File: src/rtl/strobe_wdog_pkg.sv
package strobe_wdog_pkg;

  // Strobes from control to datapath, one cycle each
  typedef struct packed {
    logic reload;     // load countdown from timeout value
    logic tmoWrite;   // timeout field accepts write data
    logic lockWrite;  // protect bit takes write data
    logic countStep;  // decrement countdown
    logic expire;     // this step ends the countdown
  } wdogCtl_t;

endpackage

File: src/rtl/strobe_wdog_ctrl.sv
module strobe_wdog_ctrl
  import strobe_wdog_pkg::*;
(
  input  logic     wrEn,
  input  logic     wrStrobe,
  input  logic     tickEn,
  input  logic     lockQ,
  input  logic     cntActive,
  input  logic     cntLast,
  output wdogCtl_t ctl
);

  always_comb begin
    ctl           = '0;
    ctl.reload    = wrEn & wrStrobe;
    // protect bit held before this write governs the field
    ctl.tmoWrite  = wrEn & ~lockQ;
    ctl.lockWrite = wrEn;
    // a reload in the same cycle takes priority over a tick
    ctl.countStep = tickEn & cntActive & ~ctl.reload;
    ctl.expire    = ctl.countStep & cntLast;
  end

endmodule

File: src/rtl/strobe_wdog_datapath.sv
module strobe_wdog_datapath
  import strobe_wdog_pkg::*;
#(
  parameter int TMO_W = 6
) (
  input  logic             clk,
  input  logic             rstN,
  input  wdogCtl_t         ctl,
  input  logic [TMO_W-1:0] wrTmo,
  input  logic             wrLock,
  input  logic             flagClr,
  output logic [TMO_W-1:0] tmoQ,
  output logic             lockQ,
  output logic             cntActive,
  output logic             cntLast,
  output logic             expiredPulse,
  output logic             wdogFlag
);

  localparam logic [TMO_W-1:0] ONE = TMO_W'(1);

  logic [TMO_W-1:0] cntQ;
  logic [TMO_W-1:0] tmoNext;

  assign tmoNext   = ctl.tmoWrite ? wrTmo : tmoQ;
  assign cntActive = (cntQ != '0);
  assign cntLast   = (cntQ == ONE);

  always_ff @(posedge clk or negedge rstN) begin
    if (!rstN) begin
      tmoQ  <= '0;
      lockQ <= 1'b0;
    end else begin
      tmoQ <= tmoNext;
      if (ctl.lockWrite) lockQ <= wrLock;
    end
  end

  always_ff @(posedge clk or negedge rstN) begin
    if (!rstN) begin
      cntQ <= '0;
    end else if (ctl.reload) begin
      cntQ <= tmoNext;
    end else if (ctl.countStep) begin
      cntQ <= cntQ - ONE;
    end
  end

  always_ff @(posedge clk or negedge rstN) begin
    if (!rstN) begin
      expiredPulse <= 1'b0;
      wdogFlag     <= 1'b0;
    end else begin
      expiredPulse <= ctl.expire;
      if (ctl.expire)   wdogFlag <= 1'b1;
      else if (flagClr) wdogFlag <= 1'b0;
    end
  end

endmodule

File: src/rtl/strobe_wdog.sv
module strobe_wdog
  import strobe_wdog_pkg::*;
#(
  parameter int DATA_W = 8
) (
  input  logic              clk,
  input  logic              rstN,
  input  logic              wrEn,
  input  logic [DATA_W-1:0] wrData,
  input  logic              tickEn,
  input  logic              flagClr,
  output logic [DATA_W-1:0] rdData,
  output logic              expiredPulse,
  output logic              wdogFlag
);

  localparam int STROBE_BIT = DATA_W - 1;
  localparam int LOCK_BIT   = DATA_W - 2;
  localparam int TMO_W      = DATA_W - 2;

  wdogCtl_t         ctl;
  logic [TMO_W-1:0] tmoQ;
  logic             lockQ;
  logic             cntActive;
  logic             cntLast;

  strobe_wdog_ctrl ctrl_i (
    .wrEn      (wrEn),
    .wrStrobe  (wrData[STROBE_BIT]),
    .tickEn    (tickEn),
    .lockQ     (lockQ),
    .cntActive (cntActive),
    .cntLast   (cntLast),
    .ctl       (ctl)
  );

  strobe_wdog_datapath #(.TMO_W(TMO_W)) dp_i (
    .clk          (clk),
    .rstN         (rstN),
    .ctl          (ctl),
    .wrTmo        (wrData[TMO_W-1:0]),
    .wrLock       (wrData[LOCK_BIT]),
    .flagClr      (flagClr),
    .tmoQ         (tmoQ),
    .lockQ        (lockQ),
    .cntActive    (cntActive),
    .cntLast      (cntLast),
    .expiredPulse (expiredPulse),
    .wdogFlag     (wdogFlag)
  );

  // strobe position is write-only and always reads as zero
  assign rdData = {1'b0, lockQ, tmoQ};

endmodule

File: config.mk
export PLATFORM = sky130hd
export DESIGN_NAME = strobe_wdog
export DESIGN_NICKNAME = d
export VERILOG_FILES = /design/src/rtl/strobe_wdog_pkg.sv /design/src/rtl/strobe_wdog_ctrl.sv /design/src/rtl/strobe_wdog_datapath.sv /design/src/rtl/strobe_wdog.sv
export SDC_FILE = /design/constraint.sdc
export NUM_CORES = 1
export LEC_CHECK = 0
export ABC_CLOCK_PERIOD_IN_PS = 1800
export BUFFER_PORTS_ARGS = -buffer_cell sky130_fd_sc_hd__buf_4
export CORE_MARGIN = 5
export CORE_UTILIZATION = 25
export DETAILED_ROUTE_END_ITERATION = 8
export PLACE_DENSITY = 0.46
export SLEW_MARGIN = 20
export SYNTH_ARGS = -nofsm -noshare
export SYNTH_HDL_FRONTEND = slang
export SYNTH_SLANG_ARGS = --single-unit
File: constraint.sdc
create_clock -name clk -period 1.8 [get_ports clk]
set_input_delay 0.27 -clock clk [delete_from_list [all_inputs] [get_ports clk]]
set_output_delay 0.27 -clock clk [all_outputs]
set_load 0.05 [all_outputs]
==> results of run 1 <==
[layout by cell type (no fill, tap or decap)]
master / instances
mux2i_1: 2
xnor2_1: 1
a211oi_1: 1
clkinv_2: 1
dlygate4sd3_1: 1
nor4_2: 1
clkbuf_4: 3
o22ai_1: 1
a211oi_2: 1
or4b_4: 1
and2_0: 1
a31oi_1: 1
nand2b_1: 1
mux2_2: 8
o21ai_1: 1
buf_4: 22
nand3_1: 1
nor2_1: 4
inv_1: 3
a21boi_1: 1
o21ai_0: 2
a21oi_1: 3
nand4_1: 1
conb_1: 1
nor3_1: 1
ha_1: 3
o31ai_1: 1
nand2_1: 7
dfrtp_1: 15
and4_1: 1
[worst min-delay path by stage]
stage                        from            end  slack, ps  cells past startpoint
after CTS                 flagClr  dp_i.wdogFlag        160                      2
after detailed placement     rstN   dp_i.tmoQ[0]        140                      1
after global routing      flagClr  dp_i.wdogFlag        150                      2
after global placement       rstN     dp_i.lockQ        140                      1
after floorplan              rstN   dp_i.cntQ[0]        -30                      0
final                     flagClr  dp_i.wdogFlag        170                      2
[kinds of logic after synthesis]
family	share of synthesized area, %
other	0.5012
AOI/OAI and AO/OA	10.37
xor gates and xnor gates	1.171
and+or+nand+nor	14.05
buffers and inverters	4.012
DFF	50.17
adders and majority gates	5.017
muxes	14.72
[power by group]
group	internal [uW]	total (uW)	switching [uW]
logic	189	465	276
clock network	82.5	191	109
registers	420	501	80.3
total	692	1160	465
[what timing repair did]
action / CTS / global route
hold buffers: 1 / 0
endpoints found under the setup margin: 0 / 0
endpoints found under the hold margin: 15 / 0
[flip-flops by register name, summed over array words and instances (netlist names)]
name,count
dp_i.cntQ,6
dp_i.expiredPulse,1
dp_i.lockQ,1
dp_i.tmoQ,6
dp_i.wdogFlag,1
[synth_stat cells]
cell,count,area share (%)
a21boi_1,1,1.0
a211oi_1,1,1.0
dfrtp_1,15,50
nor2_1,4,2.0
and2_0,1,0.84
nand2b_1,1,0.84
nand4_1,1,0.84
nand2_1,7,3.5
a31oi_1,1,0.84
o31ai_1,1,1.0
or4b_4,1,1.8
o21ai_0,2,1.3
buf_4,2,2.0
mux2i_1,2,2.7
inv_1,3,1.5
o21ai_1,1,0.67
conb_1,1,0.50
nor4_2,1,1.7
ha_1,3,5.0
clkbuf_1,1,0.50
a211oi_2,1,1.7
and4_1,1,1.2
mux2_2,8,12
nand3_1,1,0.67
xnor2_1,1,1.2
o22ai_1,1,0.84
nor3_1,1,0.67
a21oi_1,3,2.0
[metrics by stage]
stage | instances | hold slack, ps
6_report | 122 | 167.6
3_3_place_gp | 117 | 139.2
3_5_place_dp | 117 | 141.4
4_1_cts | 122 | 159.2
2_1_floorplan | 67 | -25.59
5_1_grt | 122 | 151.3
[area by class of cell]
| class | instances | area, um^2 | area share, % |
|---|---|---|---|
| sequential | 15 | 375.4 | 38.66 |
| multi-input combinational | 46 | 342.8 | 35.31 |
| timing repair buffer | 23 | 175.2 | 18.04 |
| tap | 31 | 38.79 | 3.995 |
| clock buffer | 3 | 22.52 | 2.320 |
| inverter | 3 | 11.26 | 1.160 |
| clock inverter | 1 | 5.005 | 0.5155 |
[per-layer routing]
| metal | vias to the layer above | routed length, um |
|---|---|---|
| li1 | 281 | - |
| met1 | 264 | 673 |
| met2 | 17 | 740 |
| met3 | 2 | 111 |
| met4 | 0 | 17 |
| met5 | - | 0 |
==> key figures, run 1 <==
GRT
  – Initial antenna violation count: 0
  – Vias in the first global route: 582
  – Total track usage: around 8.6%
  – Gr ovfl total: 0
  – First-pass GRT wire length: 2718 um
  – Grt met1 use: 9.615%
  – Met3 usage: 4.145%
  – GRT Max-Usage Layer: met2
  – Largest net degree at the start of global routing: 16
  – Met2 GRT Util: about 14%

Route
  – Pre-antenna DRT Iters: 4
  – Wirelength, routed: ~1500 um
  – Antenna Nets Post-Route: 0
  – Initial DRC count: 8
  – Routed vias: about 560
  – Via density: between 4 and 5
  – Wire per inst: 12.64 um
  – DR DRC count: 0

Critical path
  – CP top delay family: simple AND/OR/NAND/NOR gates
  – Worst-path cell chain: or4b_4 -> a211oi_2 -> a21oi_1 -> a21oi_1
  – Slowest cell on the critical path: or4b_4
  – Most used cell, CP: a21oi_1
  – Reg2reg start: dp_i.cntQ[2]
  – Buf+Inv Stages, Crit Path: 0
  – Worst setup path startpoint: dp_i.cntQ[2]
  – R2R depth: 4
  – Critical path arrival: around 1700 ps
  – RR Endpoint: dp_i.cntQ[3]
  – Critical path endpoint category: register
  – Crit path kind: register to register
  – CP Data Required Time: approximately 2000 ps
  – Critical Path Source Type: register
  – Slowest cell delay on critical path: ~580 ps
  – Stages on worst setup path: 4
  – Setup crit end: dp_i.cntQ[3]
  – R2R Setup Slk: ~300 ps
  – Max Fanout on Critical Path: 6

Pwr
  – Leakage: 0.0004360 uW
  – PwrDens: between 1000 and 1500 nW/um^2
  – Tot Pwr: approximately 1200 uW
  – VDD IR-drop max: about 450 uV

Clocking
  – Clk slew on worst S/H paths: about 90 ps
  – CTS Sinks: 15
  – Clock root buffer: clkbuf_4
  – Post-CTS Resized: 0
  – Worst-Skew Late Latency: approximately 280 ps
  – TritonCTS buffer count: 3
  – Post-CTS Setup Repair Bufs: 0
  – CTS tree: built
  – Max Root-Sink Buffers: 2
  – # H-tree levels: 1

STA
  – Final worst slack: between 200 and 300 ps
  – Final Hold Fails: 0
  – FMAX: approximately 0.67 GHz
  – RSZ-0062 raised after global routing: false
  – TNS Setup: 0 ps
  – Fin crit share: 83.42%
  – Layout Skew: about 4.4 ps
  – Final Setup Violations: 0
  – Final slew viol count: 0
  – Final Critical Period: approximately 1500 ps

Placement
  – Cell Area, Placed: between 900 and 1000 um^2
  – Port buffer count: 21
  – Dpl ws: 315.9 ps
  – Final GP Congestion: between 0.7 and 0.8
  – DPL Wire Length: about 1200 um

Die
  – Die width: between 60 and 70 um
  – Core Box Area: approximately 2800 um^2
  – Starting Density: approximately a quarter
  – Die footprint: between 4000 and 5000 um^2
  – Die height: between 60 and 70 um
  – Std-Cell Rows: 19
  – I/O pin cnt: 23

Synth
  – Syn Area/Cell: 11.17 um^2
  – Synth Net Count: a little over 80
  – Synth unique cells: 28
  – Cells after synthesis: 67
  – Post-Syn Area: 748.2 um^2
  – Sequential share of the synthesized area: between 50% and 60%
  – Warnings, synthesis: 0
  – FF+latch count, synth: 15

Status
  – Status: finished, final reports clean

Job
  – Max-Cap Viols: 0

Layout
  – N_diodes: 0
  – Final nets: 108
  – Layout cells sized above 1: 40.66%
  – Fin area: 970.9 um^2
  – Area Growth Syn to Fin: 29.77%
  – Fill count: slightly below 300
  – Final Util: around a third

Hold path
  – Hold Crit Class: primary input to register
No activity file was read; power rests on OpenSTA's default activity.
==> inputs of run 2 (changes only) <==
--- a/config.mk
+++ b/config.mk
@@ -5,7 +5,7 @@
 export SDC_FILE = /design/constraint.sdc
 export NUM_CORES = 1
 export LEC_CHECK = 0
-export ABC_CLOCK_PERIOD_IN_PS = 1800
+export ABC_CLOCK_PERIOD_IN_PS = 1400
 export BUFFER_PORTS_ARGS = -buffer_cell sky130_fd_sc_hd__buf_4
 export CORE_MARGIN = 5
 export CORE_UTILIZATION = 25
==> constraint.sdc (replaced) <==
create_clock -name clk -period 1.4 [get_ports clk]
set_input_delay 0.21 -clock clk [delete_from_list [all_inputs] [get_ports clk]]
set_output_delay 0.21 -clock clk [all_outputs]
set_load 0.05 [all_outputs]
==> run 2 against run 1 <==
  * Count of clock-buffer cells in the layout unchanged
  * Sequential share of layout area shrank 3.2 points
  * First-iteration DRC count grew 25%
  * Die area did not move
  * Critical path depth is 1 higher
  * Setup slack worse by 270 ps
  * Utilization grew 3.3 points
==> key figures, run 2 (synthesized netlist as in run 1, its figures left out) <==
STA
  – TNS Setup: 0 ps (unchanged)
  – RSZ-0062 raised after global routing: true
  – Final slew viol count: 0 (unchanged)
  – FMAX: 0.7275 GHz (+9.2%)
  – Final Setup Violations: 0 (unchanged)
  – Final worst slack: 25.49 ps (-272.9 ps)
  – Fin crit share: 98.18% (+15 points)
  – Final Critical Period: 1375 ps (-127.1 ps)
  – Layout Skew: 12.40 ps (+7.957 ps)
  – Final Hold Fails: 0 (unchanged)

Placement
  – Final GP Congestion: 0.7478 (-2.9%)
  – Port buffer count: 21 (unchanged)
  – DPL Wire Length: 1302 um (+8.3%)
  – Cell Area, Placed: 998.5 um^2 (+7.0%)
  – Placed Instances: 124 (+6.0%)
  – Dpl ws: -6.899 ps (-322.8 ps)

Layout
  – Most common cell after layout, fill and taps aside: buf_4
  – Fin area: 1064 um^2 (+9.5%)
  – Area Growth Syn to Fin: 42.14%
  – N_diodes: 0 (unchanged)
  – Layout cells sized above 1: 53.06% (+12 points)
  – Layout Cells excl Fill: 129 (+5.7%)
  – Most frequent cells in the layout: 29 x buf_4, 14 x dfrtp_1, 8 x mux2_2
  – Final nets: 115 (+6.5%)
  – Biggest regs: dp_i.cntQ: 6 flops, dp_i.tmoQ: 6 flops

Route
  – Routed vias: 604 (+7.1%)
  – Met3 wire len: 128 um (+15%)
  – Via density: 4.682 (+1.3%)
  – Initial DRC count: 10 (+2)
  – Top sig layer: met4
  – Wirelength, routed: 1651 um (+7.1%)
  – Pre-antenna DRT Iters: 3 (-1)
  – Wire per inst: 12.80 um (+1.3%)
  – Wl on met1: 717 um (+6.5%)
  – Routed wl met2: 792 um (+7.0%)
  – Antenna Nets Post-Route: 0 (unchanged)
  – DR DRC count: 0 (unchanged)

Die
  – Core Box Area: 2805 um^2 (unchanged)
  – I/O pin cnt: 23 (unchanged)
  – Std-Cell Rows: 19 (unchanged)
  – Die footprint: 4187 um^2 (unchanged)
  – Starting Density: 26.67% (unchanged)
  – Die width: 64.71 um (unchanged)
  – Die height: 64.71 um (unchanged)

GRT
  – First-pass GRT wire length: 2815 um (+3.6%)
  – Vias in the first global route: 655 (+13%)
  – Gr ovfl total: 0 (unchanged)
  – Largest net degree at the start of global routing: 16 (unchanged)
  – Total track usage: 8.817% (+0.26 points)
  – Initial antenna violation count: 0 (unchanged)

Critical path
  – Slowest cell on the critical path: dfrtp_1
  – Reg2reg start: dp_i.cntQ[2]
  – Critical path endpoint category: register
  – Critical Path Source Type: register
  – CP Data Required Time: 1590 ps (-420 ps)
  – Slowest cell delay on critical path: 420 ps (-160 ps)
  – Crit path kind: register to register
  – Worst-path cell chain: buf_4 -> nor4_4 -> a21boi_2 -> mux2i_1 -> mux2_2
  – Buf+Inv Stages, Crit Path: 1 (+1)
  – Max Fanout on Critical Path: 4 (-2)
  – Critical path arrival: 1560 ps (-160 ps)
  – CP top delay family: flip-flops
  – Worst setup path startpoint: dp_i.cntQ[2]

Clocking
  – # H-tree levels: 1 (unchanged)
  – TritonCTS buffer count: 3 (unchanged)
  – CTS Sinks: 15 (unchanged)
  – Clk slew on worst S/H paths: 100 ps (about the same)
  – CTS tree: built
  – Clock root buffer: clkbuf_4
  – Max Root-Sink Buffers: 2 (unchanged)
  – Worst-Skew Late Latency: 290 ps (about the same)

Pwr
  – VDD IR-drop max: 709.0 uV (+58%)
  – PwrDens: 1561 nW/um^2 (+31%)
  – Leakage: 0.0004757 uW (+9.1%)

Hold path
  – Hold_sp: flagClr
  – Hold Crit Class: primary input to register

Job
  – Max-Cap Viols: 0 (unchanged)

Status
  – Status: finished, final reports clean
-- run 2: path summary, 6_finish.rpt --
check	cells past startpoint	end	slack, ps
worst min-delay path	2	dp_i.wdogFlag	110
min in group asynchronous	2	dp_i.cntQ[3]	300
max in group asynchronous	2	dp_i.cntQ[3]	910
worst max register to register	5	dp_i.cntQ[1]	30
worst max-delay path	5	dp_i.cntQ[1]	30
worst min register to register	2	dp_i.wdogFlag	530
-- run 2: through the flow --
stage,util (%),hold slack (ps),total power [uW]
2_1_floorplan,-,-85.59,1096
3_3_place_gp,35.59,79.30,1367
3_5_place_dp,35.59,83.29,1372
4_1_cts,37.02,97.08,1643
5_1_grt,37.91,95.57,1797
6_report,37.91,111.1,1660
-- run 2: power by group --
| group | switching, uW | internal (uW) |
|---|---|---|
| Sequential | 105 | 543 |
| Combinational | 419 | 337 |
| Clock | 148 | 109 |
-- run 2: metal layers --
metal,GRT usage (%),vias to the layer above
met3,4.491,2
met4,2.375,0
met1,9.840,284
met2,14.81,20
li1,-,298
met5,0,-
-- run 2: timing repair --
item | CTS | global route
endpoints found under the setup margin | 1 | 7
setup buffers | 0 | 0
hold buffers | 1 | 0
hold endpoints to repair | 15 | 0
resized for setup | 0 | 7
pin swaps | 2 | 1
-- run 2: final cells by class --
cell class | count | area [um^2]
clock inverter | 1 | 7.507
timing repair buffer | 30 | 227.7
fill | 308 | 1742
multi-input combinational | 46 | 379.1
tap | 31 | 38.79
inverter | 3 | 11.26
clock buffer | 3 | 22.52
sequential | 15 | 376.6
-- run 2: worst register-to-register path: cells and delay by family (launching register included) --
family	cells	cell delay [ps]
AO/OA/AOI/OAI	1	110
buffers and inverters	1	170
flip-flops	1	420
multiplexers	2	390
AND/OR/NAND/NOR	1	190
==> inputs of run 3 (changes only) <==
--- a/config.mk
+++ b/config.mk
@@ -15,3 +15,4 @@
 export SYNTH_ARGS = -nofsm -noshare
 export SYNTH_HDL_FRONTEND = slang
 export SYNTH_SLANG_ARGS = --single-unit
+export TNS_END_PERCENT = 20
==> constraint.sdc (replaced) <==
create_clock -name clk -period 1.4 [get_ports clk]
set_input_delay 0.07 -clock clk [delete_from_list [all_inputs] [get_ports clk]]
set_output_delay 0.07 -clock clk [all_outputs]
set_load 0.05 [all_outputs]
==> run 3 against run 2 <==
  * Combinational power is 2.9% lower
  * Critical path depth is 1 lower
  * Cell count is 1.6% higher
  * Sequential power hardly changed
  * Routed wire length is 1.1% lower
  * Largest cell class is now flip-flops and latches
  * First-iteration DRC count is 30% lower
  * Worst hold slack worse by 85 ps
  * Critical endpoint unchanged
  * Highest routed layer unchanged
  * Flip-flop and latch count stayed put
  * Power is 1.6% lower
  * Setup slack better by 2.8 ps
  * Count of clock-buffer cells in the layout stayed put
==> key figures, run 3 (synthesized netlist as in run 1, its figures left out) <==
Hold path
  – Hold Crit Class: primary input to register

Layout
  – Biggest regs: dp_i.cntQ: 6 flops, dp_i.tmoQ: 6 flops
  – Area Growth Syn to Fin: 43.31%
  – Layout cells sized above 1: 49.00% (-4.1 points)
  – Final nets: 117 (+1.7%)
  – Area taken by multi-input logic gates: 367.9 um^2 (-3.0%)
  – Fill count: 306 (-0.65%)
  – Most common cell after layout, fill and taps aside: buf_4
  – Reg area: 376.6 um^2 (unchanged)
  – Fin area: 1072 um^2 (+0.82%)
  – N_diodes: 0 (unchanged)
  – Most frequent cells in the layout: 29 x buf_4, 14 x dfrtp_1, 8 x mux2_2

Route
  – Via density: 4.664 (-0.39%)
  – Wirelength, routed: 1633 um (-1.1%)
  – Wire per inst: 12.47 um (-2.6%)
  – DR DRC count: 0 (unchanged)
  – Antenna Nets Post-Route: 0 (unchanged)
  – Initial DRC count: 7 (-3)
  – Pre-antenna DRT Iters: 2 (-1)
  – Routed vias: 611 (+1.2%)

Critical path
  – Slowest cell delay on critical path: 460 ps (+40 ps)
  – Crit path kind: register to register
  – CP Data Required Time: 1580 ps (about the same)
  – CP top delay family: flip-flops
  – Worst-path cell chain: nor4_4 -> a21boi_2 -> mux2i_1 -> mux2_2
  – Slowest cell on the critical path: dfrtp_2
  – Critical Path Source Type: register
  – Max Fanout on Critical Path: 4 (unchanged)
  – Critical path endpoint category: register
  – Critical path arrival: 1550 ps (about the same)
  – Buf+Inv Stages, Crit Path: 0 (-1)

GRT
  – Vias in the first global route: 668 (+2.0%)
  – Total track usage: 8.926% (+0.11 points)
  – First-pass GRT wire length: 2849 um (+1.2%)
  – Initial antenna violation count: 0 (unchanged)
  – Largest net degree at the start of global routing: 16 (unchanged)
  – Gr ovfl total: 0 (unchanged)

Die
  – Die width: 64.71 um (unchanged)
  – Core Box Area: 2805 um^2 (unchanged)
  – Starting Density: 26.67% (unchanged)
  – Die footprint: 4187 um^2 (unchanged)
  – Std-Cell Rows: 19 (unchanged)
  – I/O pin cnt: 23 (unchanged)
  – Die height: 64.71 um (unchanged)

STA
  – FMAX: 0.7290 GHz (+0.21%)
  – Hold_ws: 26.52 ps (-84.61 ps)
  – Layout Skew: 9.555 ps (-2.843 ps)
  – Fin crit share: 97.98% (-0.20 points)
  – RSZ-0062 raised after global routing: true
  – Final Hold Fails: 0 (unchanged)
  – Final Critical Period: 1372 ps (-2.816 ps)
  – Final Setup Violations: 0 (unchanged)
  – Final worst slack: 28.30 ps (+2.816 ps)
  – Final slew viol count: 0 (unchanged)

Status
  – Status: finished, final reports clean

Clocking
  – Clk slew on worst S/H paths: 100 ps (about the same)
  – Post-CTS Setup Repair Bufs: 0 (unchanged)
  – Max Root-Sink Buffers: 2 (unchanged)
  – CTS tree: built
  – CTS Sinks: 15 (unchanged)
  – Clock root buffer: clkbuf_4
  – TritonCTS buffer count: 3 (unchanged)
  – # H-tree levels: 1 (unchanged)
  – Worst-Skew Late Latency: 290 ps (about the same)

Placement
  – Cell Area, Placed: 998.5 um^2 (unchanged)
  – Final GP Congestion: 0.7478 (unchanged)
  – Dpl ws: -6.899 ps (unchanged)
  – Port buffer count: 21 (unchanged)
  – DPL Wire Length: 1302 um (unchanged)

Pwr
  – Seq pwr share: 39.6% (+0.6 points)
  – Leakage: 0.0004818 uW (+1.3%)
  – Comb pwr share: 44.9% (-0.6 points)
  – Switching Share: 39.89% (-0.54 points)
  – P_sw: 651.9 uW (-2.9%)
  – PwrDens: 1524 nW/um^2 (-2.4%)
  – Clock network power share: 15.5% (about the same)
  – VDD IR-drop max: 701.9 uV (-1.0%)
  – Tot Pwr: 1634 uW (-1.6%)
  – Internal power: 982.2 uW (-0.65%)

Job
  – Max-Cap Viols: 0 (unchanged)
==> run 3: layout make-up <==
class	count	share of cell area, %
flip-flops and latches	15	35.12
clock buffers	3	2.100
clock inverters	1	0.7001
inverters	3	1.050
repair buffers	32	23.10
well taps	31	3.617
multi-input cells	46	34.31
==> run 3: worst register-to-register path, stage by stage (launching register included) <==
cell	delay (ps)
dfrtp_2	460
nor4_4	320
a21boi_2	120
mux2i_1	120
mux2_2	260
==> run 3: path summary, 6_finish.rpt <==
path	startpoint	end	slack, ps	cells past startpoint
worst max-delay path	dp_i.cntQ[3]	dp_i.cntQ[1]	30	4
worst min-delay path	wrData[2]	dp_i.tmoQ[2]	30	2
worst max register to register	dp_i.cntQ[3]	dp_i.cntQ[1]	30	4
worst min register to register	dp_i.tmoQ[4]	dp_i.tmoQ[4]	530	1
max in group asynchronous	rstN	dp_i.cntQ[3]	1050	2
min in group asynchronous	rstN	dp_i.cntQ[3]	160	2
==> run 3: power groups by stage <==
stage          sequential, uW  combinational, uW  clock, uW
2_1_floorplan             774                323          0
3_3_place_gp              639                728          0
3_5_place_dp              644                728          0
5_1_grt                   672                807        293
6_report                  648                734        253
4_1_cts                   635                736        276
==> run 3: per-layer routing <==
layer | up-vias | global-route usage, % | part of all wire, %
li1 | 303 | - | -
met1 | 286 | 9.626 | 44
met2 | 20 | 15.45 | 48
met3 | 2 | 4.491 | 7.2
met4 | 0 | 2.375 | 0.55
met5 | - | 0 | 0
==> run 3: through the flow <==
| stage | cells | TNS (ps) | utilization (%) |
|---|---|---|---|
| 2_1_floorplan | 67 | -1.564 | - |
| 3_5_place_dp | 124 | -6.899 | 35.59 |
| 6_report | 131 | 0 | 38.22 |
| 5_1_grt | 131 | -243.6 | 38.22 |
| 3_3_place_gp | 124 | -35.96 | 35.59 |
| 4_1_cts | 131 | 0 | 37.73 |
==> run 3: repair_timing <==
item / CTS / global route
cloned: 0 / 0
resized for setup: 0 / 4
hold buffers: 3 / 0
pin swaps: 2 / 0
setup endpoints to repair: 1 / 7
hold endpoints to repair: 17 / 0
